[config.mk]
export PLATFORM = sky130hd
export DESIGN_NAME = seq4_ctrl
export DESIGN_NICKNAME = d
export VERILOG_FILES = /design/src/rtl/seq4_pkg.sv /design/src/rtl/seq4_uv_filter.sv /design/src/rtl/seq4_fsm.sv /design/src/rtl/seq4_ctrl.sv
export SDC_FILE = /design/constraint.sdc
export NUM_CORES = 1
export LEC_CHECK = 0
export BUFFER_PORTS_ARGS = -buffer_cell sky130_fd_sc_hd__clkbuf_2
export CAP_MARGIN = 25
export CORE_UTILIZATION = 52
export DETAILED_ROUTE_END_ITERATION = 10
export PLACE_DENSITY = 0.76
export SLEW_MARGIN = 30
export SYNTH_ARGS = -nofsm -noshare
export SYNTH_HDL_FRONTEND = slang
export SYNTH_SLANG_ARGS = --single-unit
[constraint.sdc]
create_clock -name clk -period 1.85 [get_ports clk]
set_input_delay 0.0925 -clock clk [delete_from_list [all_inputs] [get_ports clk]]
set_output_delay 0.0925 -clock clk [all_outputs]
set_load 0.05 [all_outputs]
[src/rtl/seq4_pkg.sv]
package seq4_pkg;
    typedef enum logic [2:0] {
        ST_IDLE,
        ST_UP,
        ST_HOLD,
        ST_RUN,
        ST_DOWN
    } seq_state_e;
endpackage

[src/rtl/seq4_uv_filter.sv]
module seq4_uv_filter #(
    parameter int FILT_CYC = 4
) (
    input  logic clk,
    input  logic rst_n,
    input  logic uv_bad,
    output logic pull
);
    localparam int CW = $clog2(FILT_CYC + 1);

    typedef struct packed {
        logic [CW-1:0] cnt;
        logic          pull;
    } filt_t;

    filt_t r_q, r_d;

    always_comb begin
        r_d = r_q;
        if (!uv_bad) begin
            r_d.cnt  = '0;
            r_d.pull = 1'b0;
        end else begin
            if (r_q.cnt != CW'(FILT_CYC)) begin
                r_d.cnt = r_q.cnt + 1'b1;
            end
            // fault has persisted beyond the filter window
            r_d.pull = (r_q.cnt == CW'(FILT_CYC));
        end
    end

    always_ff @(posedge clk or negedge rst_n) begin
        if (!rst_n) begin
            r_q <= '0;
        end else begin
            r_q <= r_d;
        end
    end

    assign pull = r_q.pull;
endmodule

[src/rtl/seq4_fsm.sv]
module seq4_fsm
    import seq4_pkg::*;
#(
    parameter int NG      = 4,
    parameter int QUAL_MS = 10,
    parameter int RST_MS  = 160
) (
    input  logic          clk,
    input  logic          rst_n,
    input  logic          tick,
    input  logic          uv_bad,
    input  logic          en_ok,
    input  logic [NG-1:0] near_full,
    input  logic [NG-1:0] gate_low,
    input  logic          line_in,
    input  logic          own_pull,
    output logic [NG-1:0] gates,
    output logic          good
);
    localparam int IW   = (NG > 1) ? $clog2(NG) : 1;
    localparam int MAXC = (QUAL_MS > RST_MS) ? QUAL_MS : RST_MS;
    localparam int CW   = $clog2(MAXC + 1);
    localparam logic [IW-1:0] TOP = IW'(NG - 1);

    typedef struct packed {
        seq_state_e    st;
        logic [IW-1:0] idx;
        logic [CW-1:0] cnt;
        logic [NG-1:0] gates;
        logic          good;
        logic          prev_line;
        logic          own;
    } fsm_t;

    fsm_t r_q, r_d;
    logic          rise;
    logic [IW-1:0] idx_inc, idx_dec;

    assign idx_inc = r_q.idx + 1'b1;
    assign idx_dec = r_q.idx - 1'b1;
    // rising edge of the shared line not caused by this block's own pull
    assign rise    = line_in && !r_q.prev_line && !r_q.own;

    always_comb begin
        r_d           = r_q;
        r_d.prev_line = line_in;
        r_d.own       = own_pull ? 1'b1 : (line_in ? 1'b0 : r_q.own);

        if (!line_in || uv_bad) begin
            r_d.st    = ST_IDLE;
            r_d.gates = '0;
            r_d.good  = 1'b0;
            r_d.cnt   = '0;
            r_d.idx   = '0;
        end else begin
            unique case (r_q.st)
                ST_IDLE: begin
                    if (!en_ok) begin
                        r_d.cnt = '0;
                    end else if (rise || (tick && r_q.cnt == CW'(QUAL_MS - 1))) begin
                        r_d.st    = ST_UP;
                        r_d.idx   = '0;
                        r_d.cnt   = '0;
                        r_d.gates = NG'(1);
                    end else if (tick) begin
                        r_d.cnt = r_q.cnt + 1'b1;
                    end
                end
                ST_UP: begin
                    if (!en_ok) begin
                        r_d.st             = ST_DOWN;
                        r_d.gates[r_q.idx] = 1'b0;
                    end else if (near_full[r_q.idx]) begin
                        if (r_q.idx == TOP) begin
                            r_d.st  = ST_HOLD;
                            r_d.cnt = '0;
                        end else begin
                            r_d.idx            = idx_inc;
                            r_d.gates[idx_inc] = 1'b1;
                        end
                    end
                end
                ST_HOLD, ST_RUN: begin
                    if (!en_ok) begin
                        r_d.st         = ST_DOWN;
                        r_d.idx        = TOP;
                        r_d.gates[TOP] = 1'b0;
                        r_d.good       = 1'b0;
                    end else if (r_q.st == ST_HOLD && tick) begin
                        if (r_q.cnt == CW'(RST_MS - 1)) begin
                            r_d.st   = ST_RUN;
                            r_d.good = 1'b1;
                        end else begin
                            r_d.cnt = r_q.cnt + 1'b1;
                        end
                    end
                end
                ST_DOWN: begin
                    if (gate_low[r_q.idx]) begin
                        if (r_q.idx == '0) begin
                            r_d.st  = ST_IDLE;
                            r_d.cnt = '0;
                        end else begin
                            r_d.idx            = idx_dec;
                            r_d.gates[idx_dec] = 1'b0;
                        end
                    end
                end
                default: r_d.st = ST_IDLE;
            endcase
        end
    end

    always_ff @(posedge clk or negedge rst_n) begin
        if (!rst_n) begin
            r_q           <= '0;
            r_q.st        <= ST_IDLE;
            r_q.prev_line <= 1'b1;
        end else begin
            r_q <= r_d;
        end
    end

    assign gates = r_q.gates;
    assign good  = r_q.good;
endmodule

[src/rtl/seq4_ctrl.sv]
module seq4_ctrl #(
    parameter int NG       = 4,
    parameter int QUAL_MS  = 10,
    parameter int RST_MS   = 160,
    parameter int FILT_CYC = 4
) (
    input  logic          clk,
    input  logic          rst_n,
    input  logic          tick_ms,
    input  logic [NG-1:0] uv_ok,
    input  logic          en_n,
    input  logic [NG-1:0] near_full,
    input  logic [NG-1:0] gate_low,
    input  logic          sysrst_in,
    output logic [NG-1:0] gate_on,
    output logic          pwr_good,
    output logic          sysrst_pull
);
    logic uv_bad;
    logic pull_w;

    assign uv_bad = ~&uv_ok;

    seq4_uv_filter #(.FILT_CYC(FILT_CYC)) u_filt (
        .clk    (clk),
        .rst_n  (rst_n),
        .uv_bad (uv_bad),
        .pull   (pull_w)
    );

    seq4_fsm #(.NG(NG), .QUAL_MS(QUAL_MS), .RST_MS(RST_MS)) u_fsm (
        .clk       (clk),
        .rst_n     (rst_n),
        .tick      (tick_ms),
        .uv_bad    (uv_bad),
        .en_ok     (!en_n),
        .near_full (near_full),
        .gate_low  (gate_low),
        .line_in   (sysrst_in),
        .own_pull  (pull_w),
        .gates     (gate_on),
        .good      (pwr_good)
    );

    assign sysrst_pull = pull_w;
endmodule

-- After elaboration in Yosys (flattened, before gate mapping)
Cells that the tools add are included.
- add/subtract/negate cells: 4
- bitwise logic cells: 5
- reductions and logical operators: 30
- eq/ne operators: 28
- muxes and demuxes: 50
- order comparisons: 6
- operators with widths (cell ; count):
    two-way mux 8 bit ; 8
    one-hot mux 11 bit (4 select lines) ; 1
    two-way mux 17 bit ; 2
    two-way mux 4 bit ; 6
    two-way mux 3 bit ; 7
    inequality test 3 x 2 -> 1 bit (second input constant) ; 7
    two-way mux 18 bit ; 1
    inequality test 3 x 1 -> 1 bit (second input constant) ; 6
    inequality test 4 x 2 -> 1 bit (second input constant) ; 4
    AND reduction 8 bit ; 2
    two-way mux 1 bit ; 12
    one-hot mux 3 bit (4 select lines) ; 1
    two-way mux 10 bit ; 1
    two-way mux 5 bit ; 2
    AND reduction 10 bit ; 1
    less-than comparator 2 x 3 -> 1 bit (second input constant) ; 3
    one-hot mux 3 bit (3 select lines) ; 1
    AND reduction 9 bit ; 1
    adder 8 x 1 -> 8 bit (second input constant) ; 1
    bitwise AND 4 bit ; 2
    == test 8 x 4 -> 1 bit (second input constant) ; 1
    == test 8 bit (second input constant) ; 1
    NOT 4 bit ; 2
    logical AND 1 bit ; 7
    other kinds (27) ; 43
- bits in registers: 24
- bits of input ports: 17

-- Depth between registers and ports, before layout
Gate-level depths: netlist of run 1.
- depth after elaboration: 11
- mapped depth: 8
- depth with buffers taken out: 8

-- Modules after synthesis
Synthesis of run 1 repeated with hierarchy kept, for this count alone.
- cells, all modules: 206
- area, all modules: 1864.3 µm²
- modules (own cells, without submodules) (module ; cells each ; area an instance (µm²) ; times used):
    seq4_fsm ; 185 ; 1660.3 ; 1
    seq4_uv_filter ; 19 ; 193.9 ; 1
    seq4_ctrl ; 2 ; 10.0 ; 1

-- Worst setup path before layout of run 1
No wires, ideal clock.
- path kind: reg2reg
- start point: register u_fsm.r_q[7] in the netlist's numbering
- end point: register u_fsm.r_q[11] in the netlist's numbering
- cell stages (with the launch flop): 8
- data required time: 1724 ps
- arrival time: 1889 ps
- path slack: -165 ps
- buffers on the path: 0
- setup time: 126 ps
- cells stage by stage: dfrtp_1 > ha_1 > nand4_1 > nor4b_1 > o221a_2 > a211o_4 > nor2_2 > a221o_1
- cells in the longest elaborated chain, start to end: 7
- elaborated cells on any way between the ends: 16
- classes of those cells: add/sub: 1; eq/ne: 4; mux: 8; reduce/logical: 3
- RTL lines (what ; RTL line ; RTL):
    from (decl) ; seq4_fsm.sv:35 ; fsm_t r_q, r_d;
    from (signal assigned) ; seq4_fsm.sv:120 ; r_q <= r_d;
    parallel branches: the longest is 7 deep, another holds adder 8 x 1 -> 8 bit ; n/a ;
Several ways; the timed one is not identified. The select of a mux whose other input is x is not followed.
A chain may end at the register's enable or synchronous reset.

-- Worst setup path after layout of run 1
- start point: register u_fsm.r_q[14] in the netlist's numbering
- end point: register u_fsm.r_q[14] in the netlist's numbering
Same word-level chain as after synthesis.

==> metrics.md, run 1 <==
| Metric | Value |
|---|---|
| Status | `finished with violations` |
| Violated checks | `negative setup slack` |
| Initial antenna violation count | `0` |
| Max-slew headroom | `between 50% and 60%` |
| # DRC | `0` |
| Total number of vias | `1,818` |
| Clock-pin slew on the worst setup and hold paths | `0.14 ns` |
| DIE AREA | `3590 sq um` |
| Worst min path class | `in -> reg` |
| Leak pwr | `1.08 nW` |
| Initial Util | `56.1%` |
| Critical Path RT | `2.09 ns` |
| Netlist cell types | `58` |
| Least-Margin Pin Slew | `0.618 ns` |
| Die height | `59.9 microns` |
| Largest area contributor in the netlist | `dfrtp_1` |
| Hold Vio Cnt, Final | `0` |
| FF+latch count, synth | `24` |
| Drt first pass iters | `5` |
| Unrepaired setup endpoints after global routing | `yes` |
| Seq/Total Area, Yosys | `34.6%` |
| Core area | `3100 sq um` |
| Largest stage delay on the critical path | `approximately 0.44 ns` |
| Fmax | `467 MHz` |
| Remaining Overflow, GRT | `0` |
| First-pass GRT wire length | `7860 microns` |
| Routed Antenna Nets | `0` |
| Wire per inst | `16.8 microns` |
| Pin count of the biggest net entering global routing | `25` |
| Ant diodes | `0` |
| Overall routing resource usage | `29.7%` |
| Main synth FF type | `dfrtp_1` |
| Crit. End Element | `flip-flop` |
| Starting DRT DRC Count | `127` |
| Startpoint Class | `flip-flop` |
| Cell area after synthesis | `1740 sq um` |
| Final cycle utilization of the critical path | `116%` |
| Clock Skew | `0.00864 ns` |
| Hold slack | `0.0435 ns` |
| Crit path cell chain | `nor4b_4, a31oi_2, a41o_2, a211oi_2, nand2_1, o31ai_1` |
| PwrDens | `582 nW/um^2` |
| Dpl hpwl | `3400 microns` |
| Max FO, Critical Path | `4` |
| Clk Latency, worst-skew pair | `roughly 0.34 ns` |
| Worst path arrival time | `2.38 ns` |
| TritonCTS Buffers | `3` |
| Yosys warning total | `0` |
| Htree depth | `1` |
| # setup viols final | `14` |
| Maximum vdd ir drop | `0.700 mV` |
| PnR worst setup slack | `-0.289 ns` |
| Clk root buf | `clkbuf_4` |
| Via count of the first global-routing pass | `1,704` |
| Sink Count | `24` |
| TritonCTS clock tree | `built` |
| Synth cell count leaders | `26 x nor2_1, 23 x dfrtp_1, 19 x nand2_1` |
| Critical path class | `reg -> reg` |
| Avg Inst Size Synth | `between 8 and 9 sq um` |
| Slew Viols, Final | `0` |
| Max-Cap Viols | `0` |
| Port buffer count | `22` |
| Final nets | `283` |
| Placement Rows | `20` |
| Min Tclk post-route | `2.14 ns` |
| IO Count | `23` |
| Mapped Cells | `197` |
| CP max-delay cell | `dfrtp_1` |
| Area growth syn-to-layout | `38.9%` |
| Ranking of synthesized cells by area | `dfrtp_1 33%, ha_1 5.7%, nor2_1 5.6%` |
| Mapped Nets | `222` |
| Most common cell in the synthesized netlist | `nor2_1` |
| DIE WIDTH | `59.9 microns` |
| Deepest clock path buffer count | `2` |
| Yosys top cell area share | `33.0%` |
| Post-synth EDFFs | `0` |
| Final WL | `approximately 5000 microns` |
| Overall power | `~1.4 mW` |
| Layout cells sized above 1 | `around 42%` |
| Async S/R FF share, synth | `100%` |
| GPL Wtd Cong | `a little under 0.9` |
| Vias per std cell | `6.04` |
cell usage in the layout, fill, tap and decap left out, drive strengths merged, types with 3 or more instances in the layout:
cell type / instances
a311oi: 3
nand3: 4
nor2b: 3
buf: 45
a21oi: 13
and2: 5
ha: 8
a211oi: 5
nor2: 28
nor4: 3
nor3: 3
o21ai: 10
nand2: 19
clkbuf: 25
inv: 8
a31oi: 3
dfrtp: 23
nor4b: 3
stage by stage:
step / setup WS (ns) / utilization [%] / instance area (sq um) / cells / TNS [ns]
6_report: -0.289 / 78.0 / 2420 / 301 / -2.41
5_1_grt: -0.387 / 78.0 / 2420 / 301 / -3.76
4_1_cts: -0.233 / 74.8 / 2320 / 299 / -1.98
3_5_place_dp: -0.294 / 68.8 / 2130 / 289 / -2.81
3_3_place_gp: -0.218 / 68.8 / 2130 / 289 / -1.54
2_1_floorplan: -0.157 / - / 1750 / 197 / -0.502
what timing repair did:
item,CTS,global route
pin swaps,7,5
buffers inserted,4,2
hold buffers,2,0
endpoints found under the setup margin,16,15
gates resized for setup,22,15
hold endpoints to repair,24,0
registers in the layout, indices dropped and copies added, names as in the netlist:
name and flops:
u_fsm.gates 4, u_fsm.r_q 15, u_filt.r_q 3, u_fsm.good 1, u_filt.pull 1
kinds of logic after synthesis:
| logic type | count (synthesis) | synth area share [%] |
|---|---|---|
| AO/OA/AOI/OAI | 56 | 24.2 |
| XOR/XNOR | 1 | 0.503 |
| adder cells (fa/ha/maj) | 8 | 5.75 |
| buffers and inverters | 21 | 6.11 |
| flip-flops | 24 | 34.6 |
| multiplexers | 4 | 3.95 |
| AND/OR/NAND/NOR | 83 | 24.9 |
layer usage:
metal / track usage (%) / up-vias / routed length, microns
met5: 0 / - / 0
met4: 12.3 / 0 / 109
met3: 4.76 / 13 / 382
met2: 46.8 / 102 / 2390
met1: 40.4 / 859 / 2170
li1: - / 844 / -
final timing paths:
check,from,end,slack (ns),cells after the start
min,en_n,u_fsm.good,0.04,2
max,u_fsm.r_q[14],u_fsm.r_q[14],-0.29,6
min reg2reg,u_filt.pull,u_fsm.r_q[0],0.50,1
min in group asynchronous,rst_n,u_fsm.r_q[18],0.27,2
max in group asynchronous,rst_n,u_fsm.r_q[15],1.15,2
max reg2reg,u_fsm.r_q[14],u_fsm.r_q[14],-0.29,6
report_power, final:
group          total, mW  internal, mW  leakage (nW)  switching [mW]
Clock              0.404         0.220        0.0279           0.184
Combinational      0.381         0.160         0.730           0.221
Sequential         0.624         0.582         0.322          0.0425
worst max-delay path, delay by kind of cell, from the launching register on:
kind	cells	cell delay (ns)
flip-flops	1	0.44
AND/OR/NAND/NOR	2	0.57
AO/OA/AOI/OAI	4	1.03
area by class of cell:
cell class | count | area (sq um)
Clock buffer | 3 | 22.5
Clock inverter | 1 | 30.0
Fill cell | 198 | 683
Inverter | 8 | 30.0
Multi-Input combinational cell | 152 | 1190
Sequential cell | 24 | 603
Tap cell | 44 | 55.1
Timing Repair Buffer | 69 | 487
(Power assumes the default switching activity.)
==> inputs of run 2 (changes only) <==
Settings changed: CORE_ASPECT_RATIO set to 1.4.
==> run 2 against run 1 <==
- the run still ends with negative setup slack left
- clock-buffer cell count grew 1
- global-route usage is 0.15 points lower
- sequential share of layout area fell by 0.28 points
- fmax up 1.2%
- die area barely moved
- first-iteration DRC count down 37%
- power fell by 5.2%
- critical endpoint unchanged
==> metrics.md, run 2 (synthesis results as in run 1) <==
| Metric | Value |
|---|---|
| Crit path cell chain | `mux4_2, a2111oi_4, a41o_2, buf_4, a211oi_4, nand2_2, o31ai_1` |
| Initial Util | `55.2%` |
| Area occupied by multi-input gates | `1190 sq um` |
| Status | `finished with violations` |
| R2r setup slk | `-0.26 ns` |
| Worst reg-to-reg path cell count | `7` |
| Clock-pin slew on the worst setup and hold paths | `0.09 ns` |
| Worst min path class | `in -> reg` |
| Overall routing resource usage | `29.5%` |
| Max-Cap Viols | `0` |
| Worst hold path cell count | `2` |
| Hold slack | `0.129 ns` |
| Max FO, Critical Path | `5` |
| Htree depth | `1` |
| Post-layout util | `77.8%` |
| Clock Skew | `roughly 0.0051 ns` |
| CP max-delay cell | `dfrtp_2` |
| Critical Path RT | `2.02 ns` |
| Placement Rows | `24` |
| Area growth syn-to-layout | `40.8%` |
| Worst path arrival time | `about 2.3 ns` |
| Routed Antenna Nets | `0` |
| Unrepaired setup endpoints after global routing | `yes` |
| Core area | `3150 sq um` |
| First-pass GRT wire length | `8140 microns` |
| Crit. End Element | `flip-flop` |
| TritonCTS Buffers | `3` |
| Violated checks | `negative setup slack` |
| Deepest clock path buffer count | `2` |
| Place WS | `-0.233 ns` |
| DIE WIDTH | `50.9 microns` |
| Starting DRT DRC Count | `80` |
| Fmax | `473 MHz` |
| Ant diodes | `0` |
| CP Launch Point | `u_fsm.r_q[15]` |
| Remaining Overflow, GRT | `0` |
| Final WL | `5370 microns` |
| Clk root buf | `clkbuf_8` |
| Least-Margin Pin Slew | `a little under 0.6 ns` |
| Hold Path End | `u_fsm.good` |
| Reg with most FFs | `u_fsm.r_q` |
| Vias per std cell | `6.14` |
| # setup viols final | `14` |
| Port buffer count | `22` |
| Overall power | `1.34 mW` |
| Fin area | `roughly 2500 sq um` |
| Final setup TNS | `-2.25 ns` |
| Wire per inst | `17.7 microns` |
| Worst path top cell family by delay | `compound AO/OA/AOI/OAI gates` |
| DIE AREA | `about 3600 sq um` |
| IO Count | `23` |
| Max-slew headroom | `60.4%` |
| GPL Wtd Cong | `0.863` |
| Worst Path Buf+Inv | `1` |
| Die height | `70.5 microns` |
| Placed cell areas | `2140 sq um` |
| Fin cells | `~300` |
| Critical path class | `reg -> reg` |
| Max reg flops | `15` |
| Maximum vdd ir drop | `0.602 mV` |
| R2r startpoint | `u_fsm.r_q[15]` |
| Leak pwr | `roughly 1.1 nW` |
| Most common cell after layout, fill and taps aside | `buf_4` |
| Pin count of the biggest net entering global routing | `25` |
| Min Tclk post-route | `2.11 ns` |
| Final cycle utilization of the critical path | `114%` |
| Min-delay src | `en_n` |
| # DRC | `0` |
| Register area | `604 sq um` |
| Layout cells sized above 1 | `44.9%` |
| TritonCTS clock tree | `built` |
| Clk Latency, worst-skew pair | `0.27 ns` |
| Via count of the first global-routing pass | `1,866` |
| Drt first pass iters | `5` |
| Dpl hpwl | `3550 microns` |
| PwrDens | `545 nW/um^2` |
| Initial antenna violation count | `0` |
| Largest stage delay on the critical path | `about 0.46 ns` |
| Most frequent cells in the layout | `53 x buf_4, 23 x nor2_1, 22 x clkbuf_2` |
| Final nets | `291` |
| Sink Count | `24` |
| Startpoint Class | `flip-flop` |
| Hold Vio Cnt, Final | `0` |
| Fillcell total | `215` |
| PnR worst setup slack | `-0.264 ns` |
| Worst R2R End | `u_fsm.r_q[14]` |
| Total number of vias | `1,867` |
| Slew Viols, Final | `0` |
| Cells after DPL | `286` |
-- run 2: changes by cell type in the layout (fill, tap and decap cells not counted), sizes merged --
cell / change
buf: +8
bufinv: -1
clkbuf: +1
-- run 2: timing repair --
item,in CTS,in global routing
endpoints found under the setup margin,15,15
setup buffers,5,7
cloned,0,0
hold buffers,2,0
pin swaps,7,13
endpoints found under the hold margin,24,0
resized for setup,12,28
-- run 2: power by group --
| part | switching [mW] | internal (mW) | leakage (nW) |
|---|---|---|---|
| registers | 0.0427 | 0.582 | 0.320 |
| logic | 0.222 | 0.168 | 0.784 |
| clock network | 0.168 | 0.154 | 0.0228 |
| total | 0.433 | 0.904 | 1.13 |
-- run 2: worst reg2reg max path, cell delays in order (launching register included) --
cell,delay [ns]
dfrtp_2,0.46
mux4_2,0.40
a2111oi_4,0.08
a41o_2,0.25
buf_4,0.14
a211oi_4,0.26
nand2_2,0.14
o31ai_1,0.29
-- run 2: worst max path at each step --
| stage | endpoint | slack (ns) | cells after the start |
|---|---|---|---|
| 2_1_floorplan | u_fsm.r_q[11] | -0.16 | 6 |
| 3_3_place_gp | u_fsm.r_q[10] | -0.18 | 6 |
| 3_5_place_dp | u_fsm.r_q[11] | -0.23 | 6 |
| 4_1_cts | u_fsm.r_q[11] | -0.19 | 6 |
| 5_1_grt | u_fsm.r_q[14] | -0.36 | 7 |
| 6_report | u_fsm.r_q[14] | -0.26 | 7 |
-- run 2: cell type report --
type | count | area share (%)
multi-input cells | 152 | 48.7
flip-flops and latches | 24 | 24.6
well taps | 39 | 1.99
inverters | 8 | 1.33
repair buffers | 77 | 21.5
clock buffers | 4 | 1.84
-- run 2: metal layers --
layer  global-route usage (%)  wire length (microns)  vias up
li1                         -                      -      862
met1                     35.3                   2070      930
met2                     53.1                   2950       63
met3                     5.01                    247       12
met4                     7.10                    102        0
met5                        0                      0        -
